==> src/rtl/hbridge_pkg.sv <==
package hbridge_pkg;

  typedef enum logic [1:0] {
    WK_OFF     = 2'd0,
    WK_REFRESH = 2'd1,
    WK_HOLD    = 2'd2,
    WK_RUN     = 2'd3
  } wake_state_t;

  localparam int unsigned GATE_N = 4;
  localparam int unsigned G_AL   = 0;
  localparam int unsigned G_AH   = 1;
  localparam int unsigned G_BL   = 2;
  localparam int unsigned G_BH   = 3;

endpackage

==> src/rtl/hb_dir_qual.sv <==
module hb_dir_qual #(
  parameter int unsigned RISE_QUAL = 3,
  parameter int unsigned FALL_QUAL = 2
) (
  input  logic clk,
  input  logic rst_n,
  input  logic raw_i,
  output logic dir_o
);
  localparam int unsigned QMAX = (RISE_QUAL > FALL_QUAL) ? RISE_QUAL : FALL_QUAL;
  localparam int unsigned CW   = $clog2(QMAX + 2);

  logic          acc_q, acc_d;
  logic [CW-1:0] cnt_q, cnt_d;
  logic [CW-1:0] need;
  logic [CW-1:0] cnt_inc;

  always_comb begin
    need    = raw_i ? CW'(RISE_QUAL) : CW'(FALL_QUAL);
    cnt_inc = cnt_q + 1'b1;
    acc_d   = acc_q;
    cnt_d   = cnt_q;
    if (raw_i == acc_q) begin
      cnt_d = '0;
    end else if (cnt_inc >= need) begin
      acc_d = raw_i;
      cnt_d = '0;
    end else begin
      cnt_d = cnt_inc;
    end
  end

  always_ff @(posedge clk or negedge rst_n) begin
    if (!rst_n) begin
      acc_q <= 1'b0;
      cnt_q <= '0;
    end else begin
      acc_q <= acc_d;
      cnt_q <= cnt_d;
    end
  end

  assign dir_o = acc_q;

endmodule

==> src/rtl/hb_wake_seq.sv <==
module hb_wake_seq
  import hbridge_pkg::*;
#(
  parameter int unsigned DLY_W = 8
) (
  input  logic             clk,
  input  logic             rst_n,
  input  logic             kill_i,
  input  logic [DLY_W-1:0] refresh_len_i,
  input  logic [DLY_W-1:0] upper_len_i,
  output wake_state_t      state_o
);
  wake_state_t      st_q, st_d;
  logic [DLY_W-1:0] tmr_q, tmr_d;
  logic             tmr_en;

  always_comb begin
    st_d   = st_q;
    tmr_en = (st_q == WK_REFRESH) || (st_q == WK_HOLD);
    tmr_d  = tmr_q;
    if (tmr_en && !(&tmr_q)) begin
      tmr_d = tmr_q + 1'b1;
    end
    case (st_q)
      WK_OFF: begin
        st_d  = WK_REFRESH;
        tmr_d = DLY_W'(1);
      end
      WK_REFRESH: begin
        if (tmr_q >= refresh_len_i) begin
          st_d = (tmr_q >= upper_len_i) ? WK_RUN : WK_HOLD;
        end
      end
      WK_HOLD: begin
        if (tmr_q >= upper_len_i) begin
          st_d = WK_RUN;
        end
      end
      default: st_d = st_q;
    endcase
    if (kill_i) begin
      st_d  = WK_OFF;
      tmr_d = '0;
    end
  end

  always_ff @(posedge clk or negedge rst_n) begin
    if (!rst_n) begin
      st_q  <= WK_OFF;
      tmr_q <= '0;
    end else begin
      st_q  <= st_d;
      tmr_q <= tmr_d;
    end
  end

  assign state_o = st_q;

endmodule

==> src/rtl/hb_turnon_cell.sv <==
module hb_turnon_cell #(
  parameter int unsigned DLY_W = 8
) (
  input  logic             clk,
  input  logic             rst_n,
  input  logic             want_i,
  input  logic             bypass_i,
  input  logic [DLY_W-1:0] dly_i,
  output logic             gate_o
);
  logic             gate_q, gate_d;
  logic [DLY_W-1:0] cnt_q, cnt_d;

  always_comb begin
    gate_d = gate_q;
    cnt_d  = cnt_q;
    if (!want_i) begin
      gate_d = 1'b0;
      cnt_d  = '0;
    end else if (gate_q) begin
      cnt_d  = '0;
    end else if (bypass_i || (cnt_q >= dly_i)) begin
      gate_d = 1'b1;
      cnt_d  = '0;
    end else begin
      cnt_d  = cnt_q + 1'b1;
    end
  end

  always_ff @(posedge clk or negedge rst_n) begin
    if (!rst_n) begin
      gate_q <= 1'b0;
      cnt_q  <= '0;
    end else begin
      gate_q <= gate_d;
      cnt_q  <= cnt_d;
    end
  end

  assign gate_o = gate_q;

endmodule

==> src/rtl/hbridge_gate_seq.sv <==
module hbridge_gate_seq
  import hbridge_pkg::*;
#(
  parameter int unsigned DLY_W     = 8,
  parameter int unsigned RISE_QUAL = 3,
  parameter int unsigned FALL_QUAL = 2
) (
  input  logic             clk,
  input  logic             rst_n,
  input  logic             dir_i,
  input  logic             hi_en_i,
  input  logic             dis_i,
  input  logic             uv_i,
  input  logic [DLY_W-1:0] hs_dly_i,
  input  logic [DLY_W-1:0] ls_dly_i,
  input  logic [DLY_W-1:0] refresh_len_i,
  input  logic [DLY_W-1:0] upper_len_i,
  output logic             gate_al_o,
  output logic             gate_ah_o,
  output logic             gate_bl_o,
  output logic             gate_bh_o
);
  logic              kill;
  logic              dir_q;
  wake_state_t       wstate;
  logic              lows_ok, highs_ok, refresh;
  logic [GATE_N-1:0] want, bypass, gates;

  assign kill = dis_i | uv_i;

  hb_dir_qual #(
    .RISE_QUAL (RISE_QUAL),
    .FALL_QUAL (FALL_QUAL)
  ) u_qual (
    .clk   (clk),
    .rst_n (rst_n),
    .raw_i (dir_i),
    .dir_o (dir_q)
  );

  hb_wake_seq #(.DLY_W(DLY_W)) u_wake (
    .clk           (clk),
    .rst_n         (rst_n),
    .kill_i        (kill),
    .refresh_len_i (refresh_len_i),
    .upper_len_i   (upper_len_i),
    .state_o       (wstate)
  );

  always_comb begin
    refresh  = (wstate == WK_REFRESH);
    lows_ok  = (wstate == WK_HOLD) || (wstate == WK_RUN);
    highs_ok = (wstate == WK_RUN) && hi_en_i;
    want[G_AL]   = !kill && (refresh || (lows_ok && !dir_q));
    want[G_BL]   = !kill && (refresh || (lows_ok &&  dir_q));
    want[G_AH]   = !kill && highs_ok &&  dir_q;
    want[G_BH]   = !kill && highs_ok && !dir_q;
    bypass[G_AL] = refresh;
    bypass[G_BL] = refresh;
    bypass[G_AH] = 1'b0;
    bypass[G_BH] = 1'b0;
  end

  for (genvar g = 0; g < GATE_N; g++) begin : g_cell
    localparam bit IS_HIGH = (g == G_AH) || (g == G_BH);
    logic [DLY_W-1:0] dly_sel;
    if (IS_HIGH) begin : g_hi
      assign dly_sel = hs_dly_i;
    end else begin : g_lo
      assign dly_sel = ls_dly_i;
    end
    hb_turnon_cell #(.DLY_W(DLY_W)) u_cell (
      .clk      (clk),
      .rst_n    (rst_n),
      .want_i   (want[g]),
      .bypass_i (bypass[g]),
      .dly_i    (dly_sel),
      .gate_o   (gates[g])
    );
  end

  assign gate_al_o = gates[G_AL];
  assign gate_ah_o = gates[G_AH];
  assign gate_bl_o = gates[G_BL];
  assign gate_bh_o = gates[G_BH];

endmodule

==> config.mk <==
export PLATFORM = sky130hd
export DESIGN_NAME = hbridge_gate_seq
export DESIGN_NICKNAME = d
export VERILOG_FILES = /design/src/rtl/hbridge_pkg.sv /design/src/rtl/hb_dir_qual.sv /design/src/rtl/hb_wake_seq.sv /design/src/rtl/hb_turnon_cell.sv /design/src/rtl/hbridge_gate_seq.sv
export SDC_FILE = /design/constraint.sdc
export NUM_CORES = 1
export LEC_CHECK = 0
export CORE_MARGIN = 2
export CORE_UTILIZATION = 40
export CTS_CLUSTER_DIAMETER = 40
export DETAILED_ROUTE_END_ITERATION = 10
export PLACE_DENSITY = 0.67
export SETUP_SLACK_MARGIN = 0.1
export SKIP_CTS_REPAIR_TIMING = 1
export SLEW_MARGIN = 20
export SYNTH_ARGS = -nofsm -noshare
export SYNTH_HDL_FRONTEND = slang
export SYNTH_HIERARCHICAL = 1
export SYNTH_SLANG_ARGS = --single-unit
export TNS_END_PERCENT = 20
==> constraint.sdc <==
create_clock -name clk -period 1.75 [get_ports clk]
set_input_delay 0.525 -clock clk [delete_from_list [all_inputs] [get_ports clk]]
set_output_delay 0.525 -clock clk [all_outputs]
set_load 0.005 [all_outputs]
Word-level counts from Yosys, hierarchy flattened
Index checks and enable logic that the tools add are counted.

storage, ports and cells
  register bits after elaboration = 50
  input port bits = 38

cells by class
  $lt $le $gt $ge = 7
  reduce and logical (&&, ||, !) cells = 24
  mux-type cells = 35
  bitwise gates (word level) = 2
  equality and inequality tests = 6
  add/subtract/negate cells = 6

operators with widths
  kind                   count
  $mux W8                15
  $ge A8 B8 Y1           6
  $add A8 B1 Y8 const B  5
  $mux W1                14
  $logic_and A1 B1 Y1    9
  $reduce_and A8 Y1      1
  $logic_or A1 B1 Y1     6
  $mux W2                3
  $mux W3                2
  $pmux W2 S3            1
  $eq A2 B2 Y1 const B   2
  $reduce_bool A4 Y1     1
  $add A3 B1 Y3 const B  1
  $ge A3 B3 Y1           1
  $logic_not A1 Y1       3
  $ne A3 B2 Y1 const B   1
  $ne A3 B3 Y1 const B   1
  $reduce_and A3 Y1      1
  $reduce_bool A3 Y1     1
  $eq A2 B1 Y1 const B   1
  $logic_not A2 Y1       1
  $reduce_and A2 Y1      1
  $eq A1 B1 Y1           1
  $not A1 Y1             1
  $or A1 B1 Y1           1

Longest topological paths before layout
  depth in word-level cells = 6
  mapped depth = 8

Hierarchy
Netlist, hierarchy kept.

by module, submodules not included
  module            area an instance (um^2)  cells an instance  instances  seq. area each (um^2)
  hb_turnon_cell    600.6                    58                 4          225.2
  hb_wake_seq       1013.5                   118                1          250.2
  hb_dir_qual       188.9                    15                 1          100.1
  hbridge_gate_seq  92.6                     13                 1          0.0

Worst setup path after synthesis
No wires, ideal clock.

  path type = input to register
  start point = input upper_len_i[1]
  end point = register u_wake.st_q[1] (netlist: u_wake/state_o[1])
  cell stages on the path = 8
  slack = -138 ps
  library setup time = 73 ps
  path buffers = 0
  arrival time = 1815 ps
  path through = inv_1 ha_1 nor2b_1 o211a_1 a211oi_2 o311ai_1 a21o_1 a21oi_2

on the way
  word-level cells in the longest chain between the ends = 3

RTL lines
  element                             line                    source
  from (decl)                         hbridge_gate_seq.sv:17  input logic [DLY_W-1:0] upper_len_i,
  $ge A8 B8 Y1                        hb_wake_seq.sv:35       if (tmr_q >= upper_len_i) begin
  $ne A3 B2 Y1 (no source line)       n/a
  $reduce_and A3 Y1 (no source line)  n/a
  to (signal assigned)                hb_wake_seq.sv:52       st_q <= st_d;
  to (decl)                           hb_wake_seq.sv:13       wake_state_t st_q, st_d;

No other way between the ends.
A chain may end at the register's enable or synchronous reset.

Worst setup path in the final report
  start point = register u_wake.tmr_q[1]
  end point = register u_wake.st_q[0] (netlist: u_wake/state_o[0])

on the way
  word-level cells in the longest chain between the ends = 5

RTL lines
  element                 line                                  source
  from (decl)             hb_wake_seq.sv:14                     logic [DLY_W-1:0] tmr_q, tmr_d;
  from (signal assigned)  hb_wake_seq.sv:53                     tmr_q <= tmr_d;
  $ge A8 B8 Y1            hb_wake_seq.sv:31, hb_wake_seq.sv:35
  $mux W1                 hb_wake_seq.sv:31                     st_d = (tmr_q >= upper_len_i) ? WK_RUN : WK_HOLD;
  $mux W2                 hb_wake_seq.sv:30                     if (tmr_q >= refresh_len_i) begin
  $pmux W2 S3             hb_wake_seq.sv:24                     case (st_q)
  $mux W2                 hb_wake_seq.sv:41                     if (kill_i) begin

Several ways; a longest one is shown, not always the timed one. The select of a mux whose other input is x is not followed.

==> flow_summary_export.csv <==
group,metric,value,unit
synthesis,synth_edf_count,0,
synthesis,synthFlopType,"dfrtp_1",
sta,setup_ws,-104,ps
layout,final_util,59.8,%
global_route,grt_pass1_wl,13.5,mm
sta,slew_violations,0,
worst_setup_path,critPathSlowestCell,"dfrtp_1",
worst_setup_path,critPathBufInv,1,
synthesis,async_flop_share,100,%
synthesis,synth-simple-area-share,18.2,%
drt,routed_wl,9.10,mm
layout,drive_above_1_share,33.9,%
synthesis,synth_compound_area_share,14.9,%
status,status,"complete, but fails checks",
sta,rsz0062_at_grt,"true",
clock_network,path_clk_slew,100,ps
worst_setup_path,path_max_fanout,3,
worst_setup_path,crit_family,"compound AO/OA/AOI/OAI gates",
clock_network,cts_tree,"done",
clock_network,clock_latency,300,ps
synthesis,synthAdderAreaFrac,19.6,%
synthesis,synthXorXnorAreaFrac,6.87,%
synthesis,synthTopCellsByArea,"dfrtp_1 34%, ha_1 20%, inv_1 5.4%",
layout,fin_nets,567,
global_route,grt_antenna_before_repair,0,
worst_setup_path,worst_ep_required_time,1990,ps
sta,min_period,1850,ps
synthesis,ys_seq_elements,50,
synthesis,synth_area,3700,µm²
drt,vias,3104,
drt,routed_via_density,5.32,
clock_network,cts_buffers,5,
status,violations,"setup timing",
drt,remaining_drc_errors,0,
global_route,grt_overflow,0,
sta,report.final.setup_viol,5,
synthesis,synth_top_area_share,33.8,%
worst_setup_path,slowest_delay,430,ps
global_route,grt_usage,16.5,%
layout,antenna_cells,0,
floorplanning,initial_core_util,40.6,%
pwr,p_per_area,490,nW/µm²
synthesis,synth_most_common_cell,"ha_1",
worst_setup_path,crit_type,"flip-flop to flip-flop",
clock_network,cts.sinks,50,
drt,dr.pass1.iters,4,
clock_network,cts_root_buf,"clkbuf_8",
sta,timing.fmax,539,MHz
worst_setup_path,worstPathCellList,"ha_4, nor2b_4, o211a_1, a211oi_4, buf_4, o311ai_4, o311ai_2, a21oi_2",
floorplanning,die_h,100,µm
job,drv_cap,0,
drt,postRouteAntennaNets,0,
pwr,leakage,2.60,nW
placed_design,io_buffers,41,
drt,drtIter0Drc,85,
synthesis,synth_seq_area_share,33.8,%
clock_network,cts.htree.levels,2,
worst_setup_path,r2r_slack,-100,ps
floorplanning,io_pins,42,
synthesis,synth.distinct_cells,49,
synthesis,synth_top_area_cell,"dfrtp_1",
floorplanning,die_x,100,µm
synthesis,syn_inst,378,
layout,fill_cells,733,
hold_path,hp-class,"input port to asynchronous set/reset pin",
floorplanning,die-area,10000,µm²
worst_setup_path,cp-end-kind,"flip-flop",
pwr,total_power,2.67,mW
placed_design,dp_hpwl,6.16,mm
synthesis,ys.warnings.count,6,
drt,post_drt_wl_per_cell,15.6,µm
sta,fin_crit_sh,106,%
global_route,grt_pass1_vias,3062,
placed_design,place.gp.congestion,0.798,
synthesis,synth_top_family_by_area,"adder cells",
synthesis,synth_mux_area_share,0.575,%
floorplanning,rows,35,
layout,syn_to_final_growth,47.2,%
pwr,vdd_drop_max,0.000356,V
sta,hold_viol_final,0,
synthesis,avgSynthCellArea,9.78,µm²
synthesis,ys_top_cells_by_count,"58 x ha_1, 53 x inv_1, 50 x dfrtp_1, 30 x nor3_1, 22 x nand3_1",
worst_setup_path,cp_data_arrival_time,2090,ps
global_route,grt_max_degree,51,
worst_setup_path,critPathLaunchType,"flip-flop",
clock_network,clk_path_buf_depth,2,
sta,clock_skew,5.65,ps
floorplanning,design.core.area,9110,µm²
==> logic make-up after synthesis <==
logic type | count (synthesis)
xor+xnor | 29
other cells | 2
simple gates | 125
mux | 2
flops | 50
fa+ha+maj | 58
buf+inv | 55
compound gates | 57
==> sequential cells by signal, indices dropped and copies added (netlist names) <==
signal	count
g_cell.u_cell/cnt_q	32
u_qual/cnt_q	3
u_qual/dir_o	1
u_wake/tmr_q	8
g_cell.u_cell/gate_o	4
u_wake/state_o	2
==> cells in the final DEF (no fill, tap or decap), types with 13 or more instances in the layout <==
cell type,instances
buf_4,37
nand3_1,20
nand2_1,13
xor2_1,18
inv_1,36
nor3_1,21
ha_4,25
ha_1,27
inv_2,16
nor2_1,14
dlymetal6s2s_1,31
dfrtp_1,50
==> power breakdown <==
part,switching (mW),internal (mW),total (mW)
Sequential,0.0250,1.18,1.21
Combinational,0.299,0.328,0.627
Clock,0.406,0.429,0.835
Total,0.730,1.94,2.67
==> per-layer routing <==
| layer | part of all wire [%] | up-vias | routed length [µm] | track usage, % |
|---|---|---|---|---|
| li1 | - | 1526 | - | - |
| met1 | 44 | 1524 | 4000 | 21.6 |
| met2 | 52 | 46 | 4770 | 29.1 |
| met3 | 2.5 | 8 | 225 | 2.37 |
| met4 | 1.1 | 0 | 97 | 3.69 |
| met5 | 0 | - | 0 | 0 |
==> metrics by stage <==
stage                     setup TNS [ps]  std cells  setup slack (ps)  hold slack [ps]  area [µm²]
final                               -291        583              -104              181        5440
after detailed placement          -24300        559              -835              465        4580
after CTS                          -9520        567              -513              193        4690
after global placement            -22490        559              -779              454        4580
after floorplan                     -112        379             -76.7              229        3810
after global routing                -845        583              -187              199        5440
==> final timing paths <==
kind                            cells after the start       startpoint                         to
max in group asynchronous                           2            rst_n  g_cell[2].u_cell/cnt_q[0]
worst max-delay path                                8  u_wake/tmr_q[1]          u_wake/state_o[0]
worst min-delay path                                2            rst_n  g_cell[3].u_cell/cnt_q[4]
min in group clk                                    1  u_qual/cnt_q[0]            u_qual/cnt_q[0]
worst max register to register                      8  u_wake/tmr_q[1]          u_wake/state_o[0]
worst min register to register                      1  u_qual/cnt_q[0]            u_qual/cnt_q[0]
==> cell type report <==
cell class	count	area (µm²)	share of cell area, %
flip-flops and latches	50	1250	23.0
multi-input cells	278	2900	53.4
clock buffers	5	68.8	1.26
repair buffers	83	830	15.2
well taps	111	139	2.55
clock inverters	3	43.8	0.805
inverters	53	206	3.79
Power figures use the tool's default switching activity.
